**src/rtl/spi_bb_pkg.sv**
```systemverilog
package spi_bb_pkg;

    localparam int WORD_W   = 32;
    localparam int NUM_CS   = 3;
    localparam int CS_LSB   = 16;
    localparam int SCLK_BIT = 8;
    localparam int MOSI_BIT = 0;

    typedef enum logic [1:0] {
        REG_FSEL = 2'd0,
        REG_CTRL = 2'd1,
        REG_PINS = 2'd2,
        REG_RXD  = 2'd3
    } reg_sel_e;

    typedef struct packed {
        logic [NUM_CS-1:0] cs_hi;
        logic              sclk;
        logic              mosi;
    } pin_word_t;

    localparam pin_word_t PIN_IDLE = '{cs_hi: {NUM_CS{1'b1}}, sclk: 1'b1, mosi: 1'b0};

    function automatic pin_word_t unpack_pins(input logic [WORD_W-1:0] w);
        pin_word_t p;
        p.cs_hi = w[CS_LSB +: NUM_CS];
        p.sclk  = w[SCLK_BIT];
        p.mosi  = w[MOSI_BIT];
        return p;
    endfunction

    function automatic logic [WORD_W-1:0] pack_pins(input pin_word_t p);
        logic [WORD_W-1:0] w;
        w = '0;
        w[CS_LSB +: NUM_CS] = p.cs_hi;
        w[SCLK_BIT]         = p.sclk;
        w[MOSI_BIT]         = p.mosi;
        return w;
    endfunction

endpackage

```
**src/rtl/spi_bb_regs.sv**
```systemverilog
module spi_bb_regs
    import spi_bb_pkg::*;
#(
    parameter int ADDR_W = 4,
    parameter int RX_W   = WORD_W
) (
    input  logic              clk,
    input  logic              rst,
    input  logic              bus_sel,
    input  logic              bus_wr,
    input  logic [ADDR_W-1:0] bus_addr,
    input  logic [WORD_W-1:0] bus_wdata,
    input  logic [RX_W-1:0]   rx_word,
    output logic              fs_en,
    output pin_word_t         pins,
    output logic              sclk_rise,
    output logic [WORD_W-1:0] bus_rdata
);

    reg_sel_e          sel;
    logic              wr_hit;
    logic              pins_wr;
    logic [WORD_W-1:0] ctrl_q;

    assign sel     = reg_sel_e'(bus_addr[3:2]);
    assign wr_hit  = bus_sel && bus_wr;
    assign pins_wr = wr_hit && (sel == REG_PINS) && fs_en;

    // A clock edge exists only as a change of the stored clock bit.
    assign sclk_rise = pins_wr && bus_wdata[SCLK_BIT] && !pins.sclk;

    always_ff @(posedge clk) begin
        if (rst) begin
            fs_en  <= 1'b0;
            ctrl_q <= '0;
            pins   <= PIN_IDLE;
        end else begin
            if (wr_hit && sel == REG_FSEL)
                fs_en <= bus_wdata[0];
            if (wr_hit && sel == REG_CTRL)
                ctrl_q <= bus_wdata;
            if (!fs_en)
                pins <= PIN_IDLE;
            else if (pins_wr)
                pins <= unpack_pins(bus_wdata);
        end
    end

    always_comb begin
        bus_rdata = '0;
        unique case (sel)
            REG_FSEL: bus_rdata = '0;
            REG_CTRL: bus_rdata = ctrl_q;
            REG_PINS: bus_rdata = pack_pins(pins);
            REG_RXD:  bus_rdata = WORD_W'(rx_word);
        endcase
    end

endmodule

```
**src/rtl/spi_bb_pins.sv**
```systemverilog
module spi_bb_pins
    import spi_bb_pkg::*;
(
    input  logic              fs_en,
    input  pin_word_t         pins,
    input  logic [NUM_CS-1:0] cs_route_en,
    output logic [NUM_CS-1:0] spi_cs_n,
    output logic              spi_sclk,
    output logic              spi_mosi
);

    for (genvar i = 0; i < NUM_CS; i++) begin : g_cs
        assign spi_cs_n[i] = !fs_en || pins.cs_hi[i] || !cs_route_en[i];
    end

    assign spi_sclk = fs_en ? pins.sclk : PIN_IDLE.sclk;
    assign spi_mosi = fs_en ? pins.mosi : PIN_IDLE.mosi;

endmodule

```
**src/rtl/spi_bb_capture.sv**
```systemverilog
module spi_bb_capture #(
    parameter int SYNC_STAGES = 2,
    parameter int RX_W        = 32
) (
    input  logic            clk,
    input  logic            rst,
    input  logic            miso,
    input  logic            sclk_rise,
    output logic [RX_W-1:0] rx_word
);

    logic miso_s;

    if (SYNC_STAGES == 0) begin : g_nosync
        assign miso_s = miso;
    end else begin : g_sync
        logic [SYNC_STAGES-1:0] chain;
        always_ff @(posedge clk) begin
            if (rst) chain <= '0;
            else     chain <= {chain[SYNC_STAGES-2:0], miso};
        end
        assign miso_s = chain[SYNC_STAGES-1];
    end

    always_ff @(posedge clk) begin
        if (rst)
            rx_word <= '0;
        else if (sclk_rise)
            rx_word <= {rx_word[RX_W-2:0], miso_s};
    end

endmodule

```
**src/rtl/spi_bb_port.sv**
```systemverilog
module spi_bb_port
    import spi_bb_pkg::*;
#(
    parameter int ADDR_W      = 4,
    parameter int SYNC_STAGES = 2,
    parameter int RX_W        = WORD_W
) (
    input  logic              clk,
    input  logic              rst,
    input  logic              bus_sel,
    input  logic              bus_wr,
    input  logic [ADDR_W-1:0] bus_addr,
    input  logic [31:0]       bus_wdata,
    output logic [31:0]       bus_rdata,
    input  logic [2:0]        cs_route_en,
    input  logic              miso,
    output logic [2:0]        spi_cs_n,
    output logic              spi_sclk,
    output logic              spi_mosi
);

    logic            fs_en;
    pin_word_t       pins;
    logic            sclk_rise;
    logic [RX_W-1:0] rx_word;

    spi_bb_regs #(.ADDR_W(ADDR_W), .RX_W(RX_W)) u_regs (
        .clk       (clk),
        .rst       (rst),
        .bus_sel   (bus_sel),
        .bus_wr    (bus_wr),
        .bus_addr  (bus_addr),
        .bus_wdata (bus_wdata),
        .rx_word   (rx_word),
        .fs_en     (fs_en),
        .pins      (pins),
        .sclk_rise (sclk_rise),
        .bus_rdata (bus_rdata)
    );

    spi_bb_pins u_pins (
        .fs_en       (fs_en),
        .pins        (pins),
        .cs_route_en (cs_route_en),
        .spi_cs_n    (spi_cs_n),
        .spi_sclk    (spi_sclk),
        .spi_mosi    (spi_mosi)
    );

    spi_bb_capture #(.SYNC_STAGES(SYNC_STAGES), .RX_W(RX_W)) u_cap (
        .clk       (clk),
        .rst       (rst),
        .miso      (miso),
        .sclk_rise (sclk_rise),
        .rx_word   (rx_word)
    );

endmodule

```
**config.mk**
```make
export PLATFORM = sky130hd
export DESIGN_NAME = spi_bb_port
export DESIGN_NICKNAME = d
export VERILOG_FILES = /design/src/rtl/spi_bb_pkg.sv /design/src/rtl/spi_bb_regs.sv /design/src/rtl/spi_bb_pins.sv /design/src/rtl/spi_bb_capture.sv /design/src/rtl/spi_bb_port.sv
export SDC_FILE = /design/constraint.sdc
export NUM_CORES = 1
export LEC_CHECK = 0
export BUFFER_PORTS_ARGS = -buffer_cell sky130_fd_sc_hd__buf_4
export CORE_ASPECT_RATIO = 1.1
export CORE_MARGIN = 2
export CORE_UTILIZATION = 30
export CTS_CLUSTER_DIAMETER = 80
export DETAILED_ROUTE_END_ITERATION = 10
export SKIP_LAST_GASP = 1
export SYNTH_ARGS = -nofsm -noshare
export SYNTH_HDL_FRONTEND = slang
export SYNTH_SLANG_ARGS = --single-unit
```
**constraint.sdc**
```tcl
create_clock -name clk -period 1.7 [get_ports clk]
set_input_delay 0.085 -clock clk [delete_from_list [all_inputs] [get_ports clk]]
set_output_delay 0.085 -clock clk [all_outputs]
set_load 0.01 [all_outputs]
```
==> metrics.txt <==
status=completed; register bit count reported by yosys=between 70 and 80; DIE AREA=roughly 12000 um^2; Main synth FF type=dfxtp_1; top post-synthesis cells by count=72 x dfxtp_1, 65 x nand2_1, 52 x mux2i_1; # diodes=0; routed length per instance=approximately 14 um; mux cell area share after synthesis=0.171; worst reg2reg path depth=4; Power Total=~4.0 mW; # clock sinks=between 70 and 80; largest family of logic cells by synthesized area=simple AND/OR/NAND/NOR gates; final hold vios=0; post-synthesis simple-gate area fraction=0.252; Pleak=1.69 nW; CTS resizes=0; Reg clk slew, reported paths=around 50 ps; CP arrival=~1300 ps; initial core utilization=0.308; RSZ-0062 raised after global routing=false; Syn Area/Cell=just over 9 um^2; Std-Cell Rows=40; antenna violations before repair=0; CP cell instances=mux2_2 -> a22o_1 -> buf_4; crit-path max FO=5; Clock Skew=~4 ps; drt initial violations=113; Clock Tree Buf Depth=2; first-pass GRT wire length=roughly 13 mm; Fmax=741 MHz; compound-cell area share of the yosys netlist=0.0931; post-route ant nets=0; Synth async-reset ratio=0; Power Density=approximately 900 nW/um^2; element type at the critical path end=primary output; port bufs=between 70 and 80; die width=between 100 and 150 um; Layout area overhead=29.0%; Slew HR=0.566; TritonCTS buffer count=9; Seq/Total Area, Yosys=0.427; Setup Buffers After CTS=0; Routed WL=roughly 8.0 mm; Mapped Nets=412; CP Launch Type=flop; Area contributors post-synth=dfxtp_1 43%, mux2i_1 15%, nand2_1 7.2%; Worst Path Required=1620 ps; Detailed Place HPWL=roughly 5.5 mm; I/O Pins=81; filler instances=about 1100; GRT Residual Overflow=0; Max Cap Viol=0; largest net degree at the start of global routing=70; Worst Tran Pin Value=between 600 and 700 ps; most numerous cell in the Yosys netlist=dfxtp_1; crit path kind=reg2out; share of the synthesized area in the top cell type=0.427; Post-route DRC=0; synth unique cells=29; fin util=0.397; Pre-antenna DRT Iters=5; TritonCTS clock tree=built; max incr delay on CP=approximately 350 ps; crit path max-delay cell type=dfxtp_1; H-tree levels=3; Yosys top cell by area=dfxtp_1; nets=around 480; post-synthesis adder-cell area fraction=0; Yosys warnings=0; Via Count=roughly 2700; post-synthesis cell count=368; CORE AREA=roughly 11000 um^2; Post-Syn Area=~3400 um^2; Setup Total Neg Slack=0 ps; number of flops mapped to enable cells by yosys=0; fin crit share=0.793; Die Y=115 um; routability cong.=approximately 0.75; hold depth=3; Clock Root Buffer=clkbuf_16; Final setup viols=0; Synth Area in XOR/XNOR=0; fin crit period=about 1300 ps; GRT Util Overall=0.136; HP Class=in2reg; Slew Viols, Final=0; Peak supply drop=0.000559 V; Via-to-Cell Ratio=approximately 4.6; share of cells above drive strength 1=0.248; vias in the first global route=~2700; worst skew pair latency=310 ps
-- placed cells by master, fill, tap and decap left out --
master | netlist | final
and2b_1 | 1 | 1
bufinv_16 | 0 | 2
nand2b_1 | 27 | 27
mux2_2 | 5 | 5
clkinv_2 | 0 | 1
dlygate4sd3_1 | 0 | 1
nand3b_4 | 1 | 1
nand4b_1 | 1 | 1
dfxtp_1 | 72 | 72
nand2_1 | 65 | 65
and2_4 | 1 | 1
nand3_1 | 5 | 5
nand4b_4 | 1 | 1
o21ai_0 | 13 | 13
nand4_1 | 7 | 7
mux2i_1 | 52 | 52
nor2_8 | 1 | 1
nor2b_1 | 30 | 30
clkbuf_16 | 0 | 9
and2_1 | 1 | 1
clkbuf_8 | 0 | 2
and3b_1 | 1 | 1
a22o_1 | 5 | 5
and4b_1 | 1 | 1
nand3b_1 | 8 | 8
clkbuf_1 | 10 | 1
buf_4 | 8 | 87
or2b_1 | 1 | 1
a21oi_1 | 41 | 41
-- per-layer routing --
metal / up-vias / GRT usage / wire (um)
met1: 1263 / 0.167 / 3580
met2: 63 / 0.239 / 3910
met3: 11 / 0.0300 / 377
li1: 1387 / - / -
met5: - / 0 / 0
met4: 0 / 0.0418 / 135
-- state kept, by name (all words and copies together) (netlist names) --
| register | flops |
|---|---|
| u_regs.ctrl_q | 32 |
| u_regs.pins | 5 |
| u_cap.rx_word | 32 |
| u_regs.fs_en | 1 |
| u_cap.g_sync.chain | 2 |
-- area by class of cell --
class | count | area [um^2] | area share
Clock buffer | 12 | 256 | 0.0589
Clock inverter | 3 | 65.1 | 0.0150
Multi-Input combinational cell | 268 | 1740 | 0.400
Sequential cell | 72 | 1440 | 0.331
Tap cell | 147 | 184 | 0.0423
Timing Repair Buffer | 88 | 663 | 0.152
-- final timing paths --
check | start | endpoint | slack [ps]
hold reg to reg | u_cap.g_sync.chain[0] | u_cap.g_sync.chain[1] | 440
setup reg to reg | u_regs.pins[1] | u_cap.rx_word[24] | 410
setup / recovery | u_regs.pins[1] | bus_rdata[8] | 350
hold / removal | bus_wdata[23] | u_regs.ctrl_q[23] | 20
-- kinds of logic (layout without fill, tap and decap cells) --
group	after synthesis	after routing
buffers and inverters	28	103
and+or+nand+nor	152	152
DFF	72	72
muxes	57	57
AOI/OAI and AO/OA	59	59
-- timing repair --
action                                  CTS  global route
endpoints found under the setup margin    0             0
hold endpoints to repair                  1             0
hold buffers                              1             0
-- metrics by stage --
step | cells | area (um^2) | hold WS, ps | worst slack (ps)
after floorplan | 368 | 3370 | 213 | 499
after global placement | 574 | 4020 | 311 | 380
after detailed placement | 574 | 4020 | 319 | 335
after CTS | 590 | 4350 | 7.20 | 343
after global routing | 590 | 4350 | 13.8 | 297
final | 590 | 4350 | 15.9 | 351
-- where the power goes --
| part | leakage (nW) | switching, mW | internal [mW] |
|---|---|---|---|
| sequential | 0.582 | 0.00829 | 1.71 |
| clock | 0.159 | 0.647 | 1.35 |
| combinational | 0.946 | 0.130 | 0.139 |
-- critical path: cells and delay by family, from the launching register on --
family                 cells  cell delay (ps)
flip-flops                 1              350
buffers and inverters      1              150
AO/OA/AOI/OAI              1              190
multiplexers               1              270
Note: power is estimated with default switching activity, not from simulation.
